[config.mk]
export PLATFORM = sky130hd
export DESIGN_NAME = guarded_channel
export DESIGN_NICKNAME = d
export VERILOG_FILES = /design/src/rtl/gc_pkg.sv /design/src/rtl/gc_queue.sv /design/src/rtl/gc_guard.sv /design/src/rtl/gc_rr_pick.sv /design/src/rtl/guarded_channel.sv
export SDC_FILE = /design/constraint.sdc
export NUM_CORES = 1
export LEC_CHECK = 0
export ABC_AREA = 1
export BUFFER_PORTS_ARGS = -buffer_cell sky130_fd_sc_hd__buf_2
export CAP_MARGIN = 20
export CORE_UTILIZATION = 39
export CTS_BUF_LIST = sky130_fd_sc_hd__clkbuf_8
export CTS_CLUSTER_DIAMETER = 40
export DETAILED_ROUTE_END_ITERATION = 8
export HOLD_SLACK_MARGIN = 0.08
export PLACE_DENSITY = 0.7
export SETUP_SLACK_MARGIN = 0.2
export SLEW_MARGIN = 10
export SYNTH_ARGS = -nofsm -noshare
export SYNTH_HDL_FRONTEND = slang
export SYNTH_HIERARCHICAL = 1
export SYNTH_SLANG_ARGS = --single-unit
[constraint.sdc]
create_clock -name clk -period 3.6 [get_ports clk]
set_input_delay 0.54 -clock clk [delete_from_list [all_inputs] [get_ports clk]]
set_output_delay 0.54 -clock clk [all_outputs]
set_load 0.02 [all_outputs]
[src/rtl/gc_pkg.sv]
package gc_pkg;
  typedef enum logic [1:0] {
    OP_PUT   = 2'd0,
    OP_GET   = 2'd1,
    OP_EMPTY = 2'd2,
    OP_FULL  = 2'd3
  } gc_op_e;
endpackage

[src/rtl/gc_queue.sv]
module gc_queue #(
  parameter int DATA_W = 8,
  parameter int DEPTH  = 4,
  localparam int PTR_W = (DEPTH > 1) ? $clog2(DEPTH) : 1,
  localparam int CNT_W = $clog2(DEPTH + 1)
) (
  input  logic              clk,
  input  logic              rst,
  input  logic              push,
  input  logic              pop,
  input  logic [DATA_W-1:0] din,
  output logic [DATA_W-1:0] head,
  output logic [CNT_W-1:0]  count,
  output logic              full,
  output logic              empty
);
  logic [DATA_W-1:0] mem [DEPTH];
  logic [PTR_W-1:0]  wr_ptr, rd_ptr;

  function automatic logic [PTR_W-1:0] bump(input logic [PTR_W-1:0] p);
    return (p == PTR_W'(DEPTH - 1)) ? '0 : p + 1'b1;
  endfunction

  always_ff @(posedge clk) begin
    if (push) mem[wr_ptr] <= din;
  end

  always_ff @(posedge clk) begin
    if (rst) begin
      wr_ptr <= '0;
      rd_ptr <= '0;
      count  <= '0;
    end else begin
      if (push) wr_ptr <= bump(wr_ptr);
      if (pop)  rd_ptr <= bump(rd_ptr);
      if (push && !pop)      count <= count + 1'b1;
      else if (pop && !push) count <= count - 1'b1;
    end
  end

  assign head  = mem[rd_ptr];
  assign full  = (count == CNT_W'(DEPTH));
  assign empty = (count == '0);
endmodule

[src/rtl/gc_guard.sv]
module gc_guard
  import gc_pkg::*;
#(
  parameter int N_CLIENTS = 4
) (
  input  logic [N_CLIENTS-1:0]   req,
  input  logic [2*N_CLIENTS-1:0] op,
  input  logic [N_CLIENTS-1:0]   busy,
  input  logic                   full,
  input  logic                   empty,
  output logic [N_CLIENTS-1:0]   elig
);
  for (genvar i = 0; i < N_CLIENTS; i++) begin : g_cl
    gc_op_e o;
    logic   guard_ok;
    assign o = gc_op_e'(op[2*i +: 2]);
    always_comb begin
      case (o)
        OP_PUT:  guard_ok = !full;
        OP_GET:  guard_ok = !empty;
        default: guard_ok = 1'b1;
      endcase
    end
    assign elig[i] = req[i] && !busy[i] && guard_ok;
  end
endmodule

[src/rtl/gc_rr_pick.sv]
module gc_rr_pick #(
  parameter int N_CLIENTS = 4,
  localparam int IDX_W = (N_CLIENTS > 1) ? $clog2(N_CLIENTS) : 1
) (
  input  logic                 clk,
  input  logic                 rst,
  input  logic [N_CLIENTS-1:0] elig,
  output logic                 gnt_valid,
  output logic [IDX_W-1:0]     gnt_idx
);
  logic [IDX_W-1:0] ptr;
  int idx;

  always_comb begin
    gnt_valid = 1'b0;
    gnt_idx   = '0;
    idx       = 0;
    for (int k = 0; k < N_CLIENTS; k++) begin
      idx = int'(ptr) + k;
      if (idx >= N_CLIENTS) idx = idx - N_CLIENTS;
      if (!gnt_valid && elig[idx]) begin
        gnt_valid = 1'b1;
        gnt_idx   = IDX_W'(idx);
      end
    end
  end

  always_ff @(posedge clk) begin
    if (rst) ptr <= '0;
    else if (gnt_valid)
      ptr <= (gnt_idx == IDX_W'(N_CLIENTS - 1)) ? '0 : gnt_idx + 1'b1;
  end
endmodule

[src/rtl/guarded_channel.sv]
module guarded_channel
  import gc_pkg::*;
#(
  parameter int N_CLIENTS = 4,
  parameter int DATA_W    = 8,
  parameter int DEPTH     = 4
) (
  input  logic                          clk,
  input  logic                          rst,
  input  logic [N_CLIENTS-1:0]          req_i,
  input  logic [2*N_CLIENTS-1:0]        op_i,
  input  logic [DATA_W*N_CLIENTS-1:0]   wdata_i,
  output logic [N_CLIENTS-1:0]          ack_o,
  output logic [DATA_W*N_CLIENTS-1:0]   rdata_o,
  output logic [N_CLIENTS-1:0]          stat_o
);
  localparam int IDX_W = (N_CLIENTS > 1) ? $clog2(N_CLIENTS) : 1;
  localparam int CNT_W = $clog2(DEPTH + 1);

  logic [N_CLIENTS-1:0] elig;
  logic                 gnt_valid;
  logic [IDX_W-1:0]     gnt_idx;
  gc_op_e               g_op;
  logic                 push, pop, q_full, q_empty;
  logic [DATA_W-1:0]    q_head, g_wdata;
  logic [CNT_W-1:0]     q_count;

  gc_guard #(.N_CLIENTS(N_CLIENTS)) u_guard (
    .req(req_i), .op(op_i), .busy(ack_o),
    .full(q_full), .empty(q_empty), .elig(elig)
  );

  gc_rr_pick #(.N_CLIENTS(N_CLIENTS)) u_pick (
    .clk(clk), .rst(rst), .elig(elig),
    .gnt_valid(gnt_valid), .gnt_idx(gnt_idx)
  );

  assign g_op    = gc_op_e'(op_i[2*gnt_idx +: 2]);
  assign g_wdata = wdata_i[DATA_W*gnt_idx +: DATA_W];
  assign push    = gnt_valid && (g_op == OP_PUT);
  assign pop     = gnt_valid && (g_op == OP_GET);

  gc_queue #(.DATA_W(DATA_W), .DEPTH(DEPTH)) u_queue (
    .clk(clk), .rst(rst), .push(push), .pop(pop), .din(g_wdata),
    .head(q_head), .count(q_count), .full(q_full), .empty(q_empty)
  );

  always_ff @(posedge clk) begin
    if (rst) begin
      ack_o   <= '0;
      stat_o  <= '0;
      rdata_o <= '0;
    end else begin
      ack_o <= '0;
      if (gnt_valid) begin
        ack_o[gnt_idx] <= 1'b1;
        case (g_op)
          OP_EMPTY: stat_o[gnt_idx] <= q_empty;
          OP_FULL:  stat_o[gnt_idx] <= q_full;
          default:  stat_o[gnt_idx] <= 1'b0;
        endcase
        if (pop) rdata_o[DATA_W*gnt_idx +: DATA_W] <= q_head;
      end
    end
  end
endmodule

==> run metrics, run 1 <==
RR Startpoint u_queue/count[0]; global-route wire length before repair about 18 mm; cell type with the highest occurrence count on the critical path sky130_fd_sc_hd__nand2_1; number of nets with antenna violations after detailed routing 0; cell type with the highest aggregate area in the netlist sky130_fd_sc_hd__dfxtp_1; largest incremental delay on the critical path 400 ps; startpoint of the worst setup timing path u_queue/count[0]; vias in the first global route between 3,000 and 4,000; Hold Path Stages 2; Final #Nets about 780; GRT Residual Overflow 0; sort of element at the start of the critical path flop; worst reg2reg path depth 29; standard-cell row count 38; worst setup skew after layout around 10 ps; total CTS buffers 9; floorplan die height 110 um; post-route DRC violation count 0; count of boundary I/O pins 86; relative area change from synthesis to final layout 25.3%; Least-Margin Pin Slew 965 ps; total number of vias between 4,000 and 5,000; critical-path maximum fanout 6; number of max-slew violations in the final report 0; number of antenna violations at the first check in global routing 1; startpoint-to-endpoint class of the critical path reg2reg; total count of hold-check failures in the final report 0; Max-Cap Viols 0; remaining max-slew budget at the tightest pin a little over a third; Arrival @ worst endpoint roughly 3600 ps; GRT Resource Usage Total between 10% and 20%; share of layout cells above drive strength 1 between 20 and 30%; post-synthesis sequential area ratio 44.0%; total non-filler cell area in the finished layout approximately 5600 um^2; portion of the clock cycle consumed by the worst path in the final layout 91.8%; Max Buffers Root-to-Sink 2; kind of end point of the critical path flop; pin count of the biggest net entering global routing 37; cell with the largest stage delay on the worst path sky130_fd_sc_hd__fa_2; number of cells produced by synthesis between 600 and 700; run status completed; area of the mapped netlist between 4000 and 5000 um^2; area enclosed by the die boundary between 10,000 and 15,000 um^2; via density per instance about 4.9; instance count after placement with tap cells included around 830; total routed wirelength 11.5 mm; cell types with the largest area share after synthesis sky130_fd_sc_hd__dfxtp_1 23%, sky130_fd_sc_hd__edfxtp_1 21%, sky130_fd_sc_hd__nor2_1 11%; tightest hold margin 483 ps; hold wc startpoint rst; number of non-filler instances in the completed layout ~860; upper clock frequency limit 303 MHz; portion of synthesized cell area occupied by the leading cell type 22.6%; min-delay worst type in2reg; Yosys Warn Count 6; starting utilization of the core area about two fifths; clock root cell sky130_fd_sc_hd__clkbuf_8; Worst Path Required roughly 3900 ps; Cell variety after synth 33; setup repair after global routing missed its margin true; average detailed-routed wire length per instance between 10 and 15 um; core footprint roughly 11,000 um^2; # port buffers 85; CTS HTree Levels 3; cts hold-fix bufs 0; placed inst area roughly 5100 um^2; final estimated routing congestion in global placement around 0.84; setup TNS after final layout 0 ps; Final HPWL DP between 8 and 9 mm; post-synth net total between 600 and 700; final count of negative-setup-slack endpoints 0; mean instance size in the synthesized netlist roughly 7.3 um^2; horizontal extent of the die about 110 um; TritonCTS Sinks 83; initial drt markers about 280; CTS tree done; shortest clock period the worst path allows after layout roughly 3300 ps; first-pass iteration count of the detailed router 5; register clock-pin slew on the reported worst setup and hold paths about 80 ps; clock latency on the worst-skew pair between 300 and 400 ps; number of storage elements in the synthesis netlist between 80 and 90
[metrics by stage]
step / setup slack [ps] / utilization, %
final: 296 / 51.2
after CTS: 201 / 48.9
after global routing: 55.5 / 51.2
after floorplan: 205 / -
after global placement: 177 / 46.2
after detailed placement: 67.0 / 46.2
[critical path: cells and delay by family, from the launching register on]
| family | cells | cell delay (ps) |
|---|---|---|
| AOI/OAI and AO/OA | 1 | 200 |
| adders and majority gates | 2 | 550 |
| buffers and inverters | 7 | 450 |
| DFF | 1 | 380 |
| and+or+nand+nor | 19 | 1650 |
[registers in the layout, indices dropped and copies added (netlist names), named ones only]
signal / flops
rdata_o: 32
u_queue/mem: 32
ack_o: 4
stat_o: 4
u_queue/count: 3
u_pick/ptr: 2
u_queue/rd_ptr: 2
u_queue/wr_ptr: 2
[synth_stat cells, drive strengths merged]
cell and instances:
o22ai 16, inv 86, fa 1, a21oi 8
nor4 2, nor2 139, nor3 9, nand4 14
xor2 1, nand2 141, clkinv 4, o21ai 39
ha 12, dfxtp 51, buf 11, edfxtp 32
clkbuf 8, nand3 41
[metal layers]
layer | part of all wire (%) | global-route usage (%)
met5 | 0 | 0
met4 | 1.8 | 6.67
met3 | 5.4 | 3.97
met2 | 49 | 32.9
met1 | 44 | 24.9
[final timing paths]
path | to | slack (ps)
max reg2reg | u_queue/count[2] | 300
min | u_queue/count[0] | 480
max | u_queue/count[2] | 300
min reg2reg | stat_o[0] | 490
[logic make-up after synthesis]
group / after synthesis / share of synthesized area [%]
buf+inv: 109 / 10.4
compound gates: 63 / 7.60
fa+ha+maj: 13 / 3.77
simple gates: 346 / 34.1
xor+xnor: 1 / 0.194
flops: 83 / 44.0
[layout by cell type, fill, tap and decap left out, types with 4 or more instances in the layout]
master and instances:
sky130_fd_sc_hd__clkbuf_8 9, sky130_fd_sc_hd__a21oi_1 7, sky130_fd_sc_hd__nor3_1 6, sky130_fd_sc_hd__o22ai_1 16
sky130_fd_sc_hd__nand2_4 12, sky130_fd_sc_hd__dfxtp_1 48, sky130_fd_sc_hd__ha_1 10, sky130_fd_sc_hd__nand2_1 114
sky130_fd_sc_hd__o21ai_0 33, sky130_fd_sc_hd__nand3_2 9, sky130_fd_sc_hd__nor2_2 8, sky130_fd_sc_hd__buf_2 85
sky130_fd_sc_hd__nor2_4 4, sky130_fd_sc_hd__buf_4 23, sky130_fd_sc_hd__inv_1 66, sky130_fd_sc_hd__inv_2 16
sky130_fd_sc_hd__nand2_2 15, sky130_fd_sc_hd__inv_6 4, sky130_fd_sc_hd__nor2_1 127, sky130_fd_sc_hd__nand3_1 29
sky130_fd_sc_hd__nand4_1 10, sky130_fd_sc_hd__clkinv_1 4, sky130_fd_sc_hd__edfxtp_1 32
[area by class of cell]
cell class / instances / area, um^2
diodes: 1 / 2.50
clock buffers: 9 / 124
clock inverters: 7 / 98.8
fillers: 1039 / 5380
inverters: 90 / 353
multi-input cells: 423 / 2280
flip-flops and latches: 83 / 1990
well taps: 140 / 175
repair buffers: 110 / 621
[timing repair]
item,in CTS,in global routing
gates resized for setup,13,56
setup buffers,5,9
endpoints found under the setup margin,7,67
cloned,0,0
endpoints found under the hold margin,0,0
pin swaps,5,18
Power of run 1 is left out: the tool's default activity adds up to more than one toggle a clock period on the data nets, which glitch-free logic cannot reach.
==> inputs of run 2 (changes only) <==
- ABC_AREA: 1 -> not set
- BUFFER_PORTS_ARGS: -buffer_cell sky130_fd_sc_hd__buf_2 -> not set
- DONT_BUFFER_PORTS: not set -> 1
- PLACE_DENSITY: 0.7 -> 0.63
==> run metrics, run 2 <==
post-synth net total 389; run status completed; horizontal extent of the die approximately 100 um; global-route wire length before repair 12.2 mm; asr flop ratio synth 0%; average detailed-routed wire length per instance 15.5 um; pin count of the biggest net entering global routing 38; instance count after placement with tap cells included ~470; Cell variety after synth 43; number of max-slew violations in the final report 0; Worst Path Required a little under 4000 ps; shortest clock period the worst path allows after layout approximately 3600 ps; R2R Setup Slk approximately 46 ps; Final HPWL DP ~5.6 mm; area enclosed by the die boundary approximately 11,000 um^2; CTS tree done; relative area change from synthesis to final layout 14.0%; ordered list of cells on the worst path nor3b_4 > mux2i_1 > o211a_1 > nor2b_4 > o21ai_2 > o221a_4 > mux4_2 > and2_4 > inv_4 > ha_4 > inv_2 > fa_2 > xor2_1 > or3_1 > a21oi_2; kind of cell adding the most delay to the critical path simple AND/OR/NAND/NOR gates; cell with the largest stage delay on the worst path sky130_fd_sc_hd__mux4_2; floorplan die height just over 100 um; kind of end point of the critical path flop; mean instance size in the synthesized netlist 11.9 um^2; number of non-filler instances in the completed layout 490; total number of vias ~2,500; area of the mapped netlist a little under 4000 um^2; initial drt markers 75; total count of hold-check failures in the final report 0; number of nets with antenna violations after detailed routing 0; commonest non-fill, non-tap cell in the layout sky130_fd_sc_hd__nand2_1; Least-Margin Pin Slew about 620 ps; final count of negative-setup-slack endpoints 0; upper clock frequency limit about 280 MHz; portion of synthesized cell area occupied by the leading cell type between 20% and 30%; Final #Nets around 410; via density per instance ~5; number of cells produced by synthesis 330; final core occ a little under half; Yosys Warn Count 6; number of antenna violations at the first check in global routing 0; post-route DRC violation count 0; hold wc startpoint rst; RR Startpoint u_queue/count[0]; sort of element at the start of the critical path flop; largest incremental delay on the critical path 570 ps; total routed wirelength 7.58 mm; cell types with the largest area share after synthesis sky130_fd_sc_hd__dfxtp_1 26%, sky130_fd_sc_hd__edfxtp_1 24%, sky130_fd_sc_hd__mux4_2 10%; total power divided by cell area approximately 800 nW/um^2; starting utilization of the core area 40.3%; top flip-flop cell by instance count after synthesis sky130_fd_sc_hd__dfxtp_1; GRT Resource Usage Total between 15 and 20%; first-pass iteration count of the detailed router 4; startpoint of the worst setup timing path u_queue/count[0]; CP bufs+invs 2; vias in the first global route 2,548; Synth top cells by count 68 x sky130_fd_sc_hd__nand2_1, 51 x sky130_fd_sc_hd__dfxtp_1, 39 x sky130_fd_sc_hd__mux2i_1; diode count 0; number of enable-type register cells in the synthesized netlist 32; GRT Residual Overflow 0; # port buffers 0; total CTS buffers 9; TritonCTS Sinks a little over 80; worst vdd rail ir drop 0.000283 V; core footprint about 10000 um^2; cell type with the highest aggregate area in the netlist sky130_fd_sc_hd__dfxtp_1; Max-Cap Viols 0; final estimated routing congestion in global placement 0.838; critical-path maximum fanout 5; Leakage Power around 0.0018 uW; worst setup skew after layout around 17 ps; share of layout cells above drive strength 1 about 25%; standard-cell row count 36; Max Buffers Root-to-Sink 2; clock latency on the worst-skew pair around 350 ps; number of storage elements in the synthesis netlist 83; setup repair after global routing missed its margin true; Worst Setup Slack post-DPL -15.9 ps; CTS HTree Levels 3; final setup margin 45.8 ps; remaining max-slew budget at the tightest pin ~59%; top library cells by usage in the layout, fill and taps aside 68 x sky130_fd_sc_hd__nand2_1, 48 x sky130_fd_sc_hd__dfxtp_1, 39 x sky130_fd_sc_hd__mux2i_1; Arrival @ worst endpoint between 3000 and 4000 ps; portion of the clock cycle consumed by the worst path in the final layout 98.7%; most frequent cell after synthesis sky130_fd_sc_hd__nand2_1; biggest regs rdata_o (32), u_queue/mem (32); min-delay worst type in2reg; post-synthesis sequential area ratio approximately half; clock root cell sky130_fd_sc_hd__clkbuf_8; count of boundary I/O pins 86; register clock-pin slew on the reported worst setup and hold paths around 70 ps; startpoint-to-endpoint class of the critical path reg2reg
## run 2: cell types whose count changed in the layout (fill, tap and decap cells not counted), moves of 18 or more
cell / previous run / this run
sky130_fd_sc_hd__o21ai_0: 33 / 2
sky130_fd_sc_hd__nand3_1: 29 / 2
sky130_fd_sc_hd__buf_2: 85 / 0
sky130_fd_sc_hd__mux4_2: 0 / 18
sky130_fd_sc_hd__nand2_1: 114 / 68
sky130_fd_sc_hd__nor2_1: 127 / 14
sky130_fd_sc_hd__inv_1: 66 / 12
sky130_fd_sc_hd__mux2i_1: 0 / 39
## run 2: report_power, final
| group | total (uW) | switching, uW | leakage, uW | internal (uW) |
|---|---|---|---|---|
| logic | 1710 | 858 | 0.000990 | 853 |
| registers | 1340 | 142 | 0.000705 | 1200 |
| clock network | 598 | 345 | 0.0000837 | 254 |
| total | 3650 | 1350 | 0.00178 | 2310 |
## run 2: cells by family (layout without fill, tap and decap cells)
group	count (synthesis)	count (layout)	synth area share [%]
DFF	83	83	50.3
AOI/OAI and AO/OA	22	22	4.95
xor gates and xnor gates	2	2	0.445
buffers and inverters	25	52	3.05
and+or+nand+nor	124	124	15.5
muxes	61	61	21.4
adders and majority gates	13	13	4.32
## run 2: final timing paths
check,cells past startpoint,to
setup / recovery,15,u_queue/count[2]
hold / removal,1,u_queue/count[2]
setup reg to reg,15,u_queue/count[2]
hold reg to reg,2,u_queue/rd_ptr[0]
## run 2: final cells by class
| cell class | count | area [um^2] |
|---|---|---|
| inverters | 14 | 55.1 |
| well taps | 133 | 166 |
| clock inverters | 7 | 52.6 |
| flip-flops and latches | 83 | 1990 |
| fillers | 916 | 5280 |
| repair buffers | 22 | 173 |
| multi-input cells | 222 | 1930 |
| clock buffers | 9 | 124 |
## run 2: through the flow
| step | setup TNS [ps] | power [uW] | hold slack, ps | cell area, um^2 |
|---|---|---|---|---|
| 6_report | 0 | 3650 | 254 | 4490 |
| 5_1_grt | -71.8 | 3910 | 233 | 4490 |
| 4_1_cts | 0 | 3630 | 241 | 4450 |
| 3_5_place_dp | -15.9 | 2970 | 515 | 4210 |
| 3_3_place_gp | 0 | 2920 | 494 | 4210 |
| 2_1_floorplan | 0 | 2600 | 481 | 4020 |
## run 2: routing by layer
metal  wire, um  vias to the layer above  global-route usage (%)
li1           -                     1213                       -
met1       3290                     1184                    19.2
met2       3620                       71                    25.6
met3        555                       11                    4.27
met4        108                        0                    6.26
met5          0                        -                       0
## run 2: timing repair
item / in CTS / in global routing
endpoints found under the setup margin: 2 / 2
hold buffers: 0 / 0
pin swaps: 4 / 3
gates resized for setup: 4 / 10
buffers inserted: 6 / 3
## run 2: worst reg2reg max path: cells and delay by family, from the launching register on
kind,cells,cell delay (ps)
XOR/XNOR,1,160
AO/OA/AOI/OAI,4,770
flip-flops,1,360
multiplexers,2,710
AND/OR/NAND/NOR,4,940
buffers and inverters,2,100
adder cells (fa/ha/maj),2,460
Power figures use the tool's default switching activity.
==> inputs of run 3 (changes only) <==
- CAP_MARGIN: 20 -> not set
- CORE_ASPECT_RATIO: not set -> 0.75
==> run metrics, run 3 (synthesis results as in run 2) <==
diode count 0; startpoint of the worst setup timing path u_queue/count[1]; Arrival @ worst endpoint 3830 ps; routed length on met3 roughly 680 um; TritonCTS Sinks 83; via density per instance a little over 5; core footprint around 10000 um^2; run status completed; portion of the clock cycle consumed by the worst path in the final layout between 90% and 100%; R2R Setup Slk 70 ps; setup repair after global routing missed its margin true; Reg2Reg Capture Point u_queue/count[2]; pin count of the biggest net entering global routing 38; CTS HTree Levels 3; power consumption approximately 3700 uW; kind of cell adding the most delay to the critical path simple AND/OR/NAND/NOR gates; share of layout cells above drive strength 1 between 20% and 30%; total count of hold-check failures in the final report 0; floorplan die height 89.0 um; initial drt markers 144; Leakage Power around 0.0018 uW; post-route DRC violation count 0; ordered list of cells on the worst path nor3b_4 > mux2i_1 > o211a_1 > nor2b_4 > o21ai_2 > o221a_4 > mux4_2 > and2_4 > inv_4 > ha_4 > inv_2 > fa_2 > xor2_1 > or3_1 > a21oi_1; number of max-slew violations in the final report 0; largest incremental delay on the critical path ~570 ps; instance count after placement with tap cells included ~460; area enclosed by the die boundary 10,500 um^2; top library cells by usage in the layout, fill and taps aside 68 x sky130_fd_sc_hd__nand2_1, 48 x sky130_fd_sc_hd__dfxtp_1, 39 x sky130_fd_sc_hd__mux2i_1; count of boundary I/O pins 86; GRT Resource Usage Total between 15 and 20%; clock latency on the worst-skew pair approximately 360 ps; CP bufs+invs 2; GRT Residual Overflow 0; Final #Nets between 400 and 500; total net switching power 1340 uW; standard-cell row count 31; Max Buffers Root-to-Sink 2; clock root cell sky130_fd_sc_hd__clkbuf_8; vias in the first global route ~2,500; cell with the largest stage delay on the worst path sky130_fd_sc_hd__mux4_2; CTS tree done; horizontal extent of the die 118 um; fraction of power consumed by sequential logic about 37%; RR Startpoint u_queue/count[1]; routed wire length on met2 3.63 mm; number of antenna violations at the first check in global routing 0; # port buffers 0; register clock-pin slew on the reported worst setup and hold paths about 80 ps; part of the power in combinational logic between 40% and 50%; commonest non-fill, non-tap cell in the layout sky130_fd_sc_hd__nand2_1; tightest hold margin between 200 and 250 ps; worst vdd rail ir drop ~0.00029 V; placed inst area around 4200 um^2; remaining max-slew budget at the tightest pin between 50% and 60%; final estimated routing congestion in global placement 0.787; Max-Cap Viols 0; capturing instance or port of the critical path u_queue/count[2]; total CTS buffers 9; final count of negative-setup-slack endpoints 0; Worst Path Required between 3000 and 4000 ps; startpoint-to-endpoint class of the critical path reg2reg; average detailed-routed wire length per instance between 15 and 20 um; starting utilization of the core area roughly two fifths; critical-path maximum fanout 4; Switching Fraction 36.0%; sort of element at the start of the critical path flop; total number of vias approximately 2,500; Met1 Wirelength roughly 3.8 mm; cts hold-fix bufs 0; worst reg2reg path depth 15; Final HPWL DP around 6.0 mm; design internal power between 2000 and 2500 uW; first-pass iteration count of the detailed router 4; kind of end point of the critical path flop; Least-Margin Pin Slew between 600 and 700 ps; number of non-filler instances in the completed layout 489; final core occ a little under half; count of cell instances traversed by the critical path 15; total routed wirelength around 8.2 mm; biggest regs rdata_o (32), u_queue/mem (32); total power divided by cell area ~830 nW/um^2; min-delay worst type in2reg; global-route wire length before repair roughly 13 mm; worst setup skew after layout approximately 10 ps; number of nets with antenna violations after detailed routing 0; clock network fraction of design power between 10% and 20%; shortest clock period the worst path allows after layout between 3000 and 4000 ps; upper clock frequency limit between 200 and 300 MHz; total non-filler cell area in the finished layout around 4500 um^2; relative area change from synthesis to final layout 14.0%; Max Used Layer met4
==> run 3: routing by layer <==
layer  vias up  track usage (%)
met3        10             6.89
met4         0             5.83
met5         -                0
met1      1204             21.7
li1       1215                -
met2        89             26.5
==> run 3: power groups by stage <==
stage / combinational, uW / clock (uW) / sequential (uW)
global placement: 1560 / 0 / 1370
CTS: 1670 / 668 / 1360
finish: 1720 / 644 / 1360
floorplan: 1280 / 0 / 1320
detailed placement: 1590 / 0 / 1390
global route: 1890 / 712 / 1380
==> run 3: how the worst min path moves through the flow <==
stage	cells after the start	startpoint	slack, ps	end
floorplan	2	u_queue/count[2]	480	u_queue/count[2]
global placement	2	u_queue/count[2]	490	u_queue/count[2]
detailed placement	2	u_queue/count[2]	510	u_queue/count[2]
CTS	1	rst	210	u_queue/count[2]
global route	1	rst	200	u_queue/count[2]
finish	1	rst	240	u_queue/count[2]
==> run 3: what timing repair did <==
action                                  4_1_cts  5_1_grt
pin swaps                                     7        6
gates resized for setup                       4        6
cloned                                        0        0
endpoints found under the setup margin        1       61
buffers inserted                              8        3
endpoints found under the hold margin         0        0
==> run 3: metrics by stage <==
step,worst slack (ps),TNS [ps]
after floorplan,41.1,0
after global placement,103,0
after detailed placement,-28.2,-28.2
after CTS,109,0
after global routing,-37.8,-37.8
final,69.2,0
==> run 3: cell type report <==
class	instances	area (um^2)
Tap cell	132	165
Multi-Input combinational cell	222	1910
Inverter	14	55.1
Clock inverter	6	51.3
Timing Repair Buffer	22	178
Clock buffer	10	138
Fill cell	887	5240
Sequential cell	83	1990
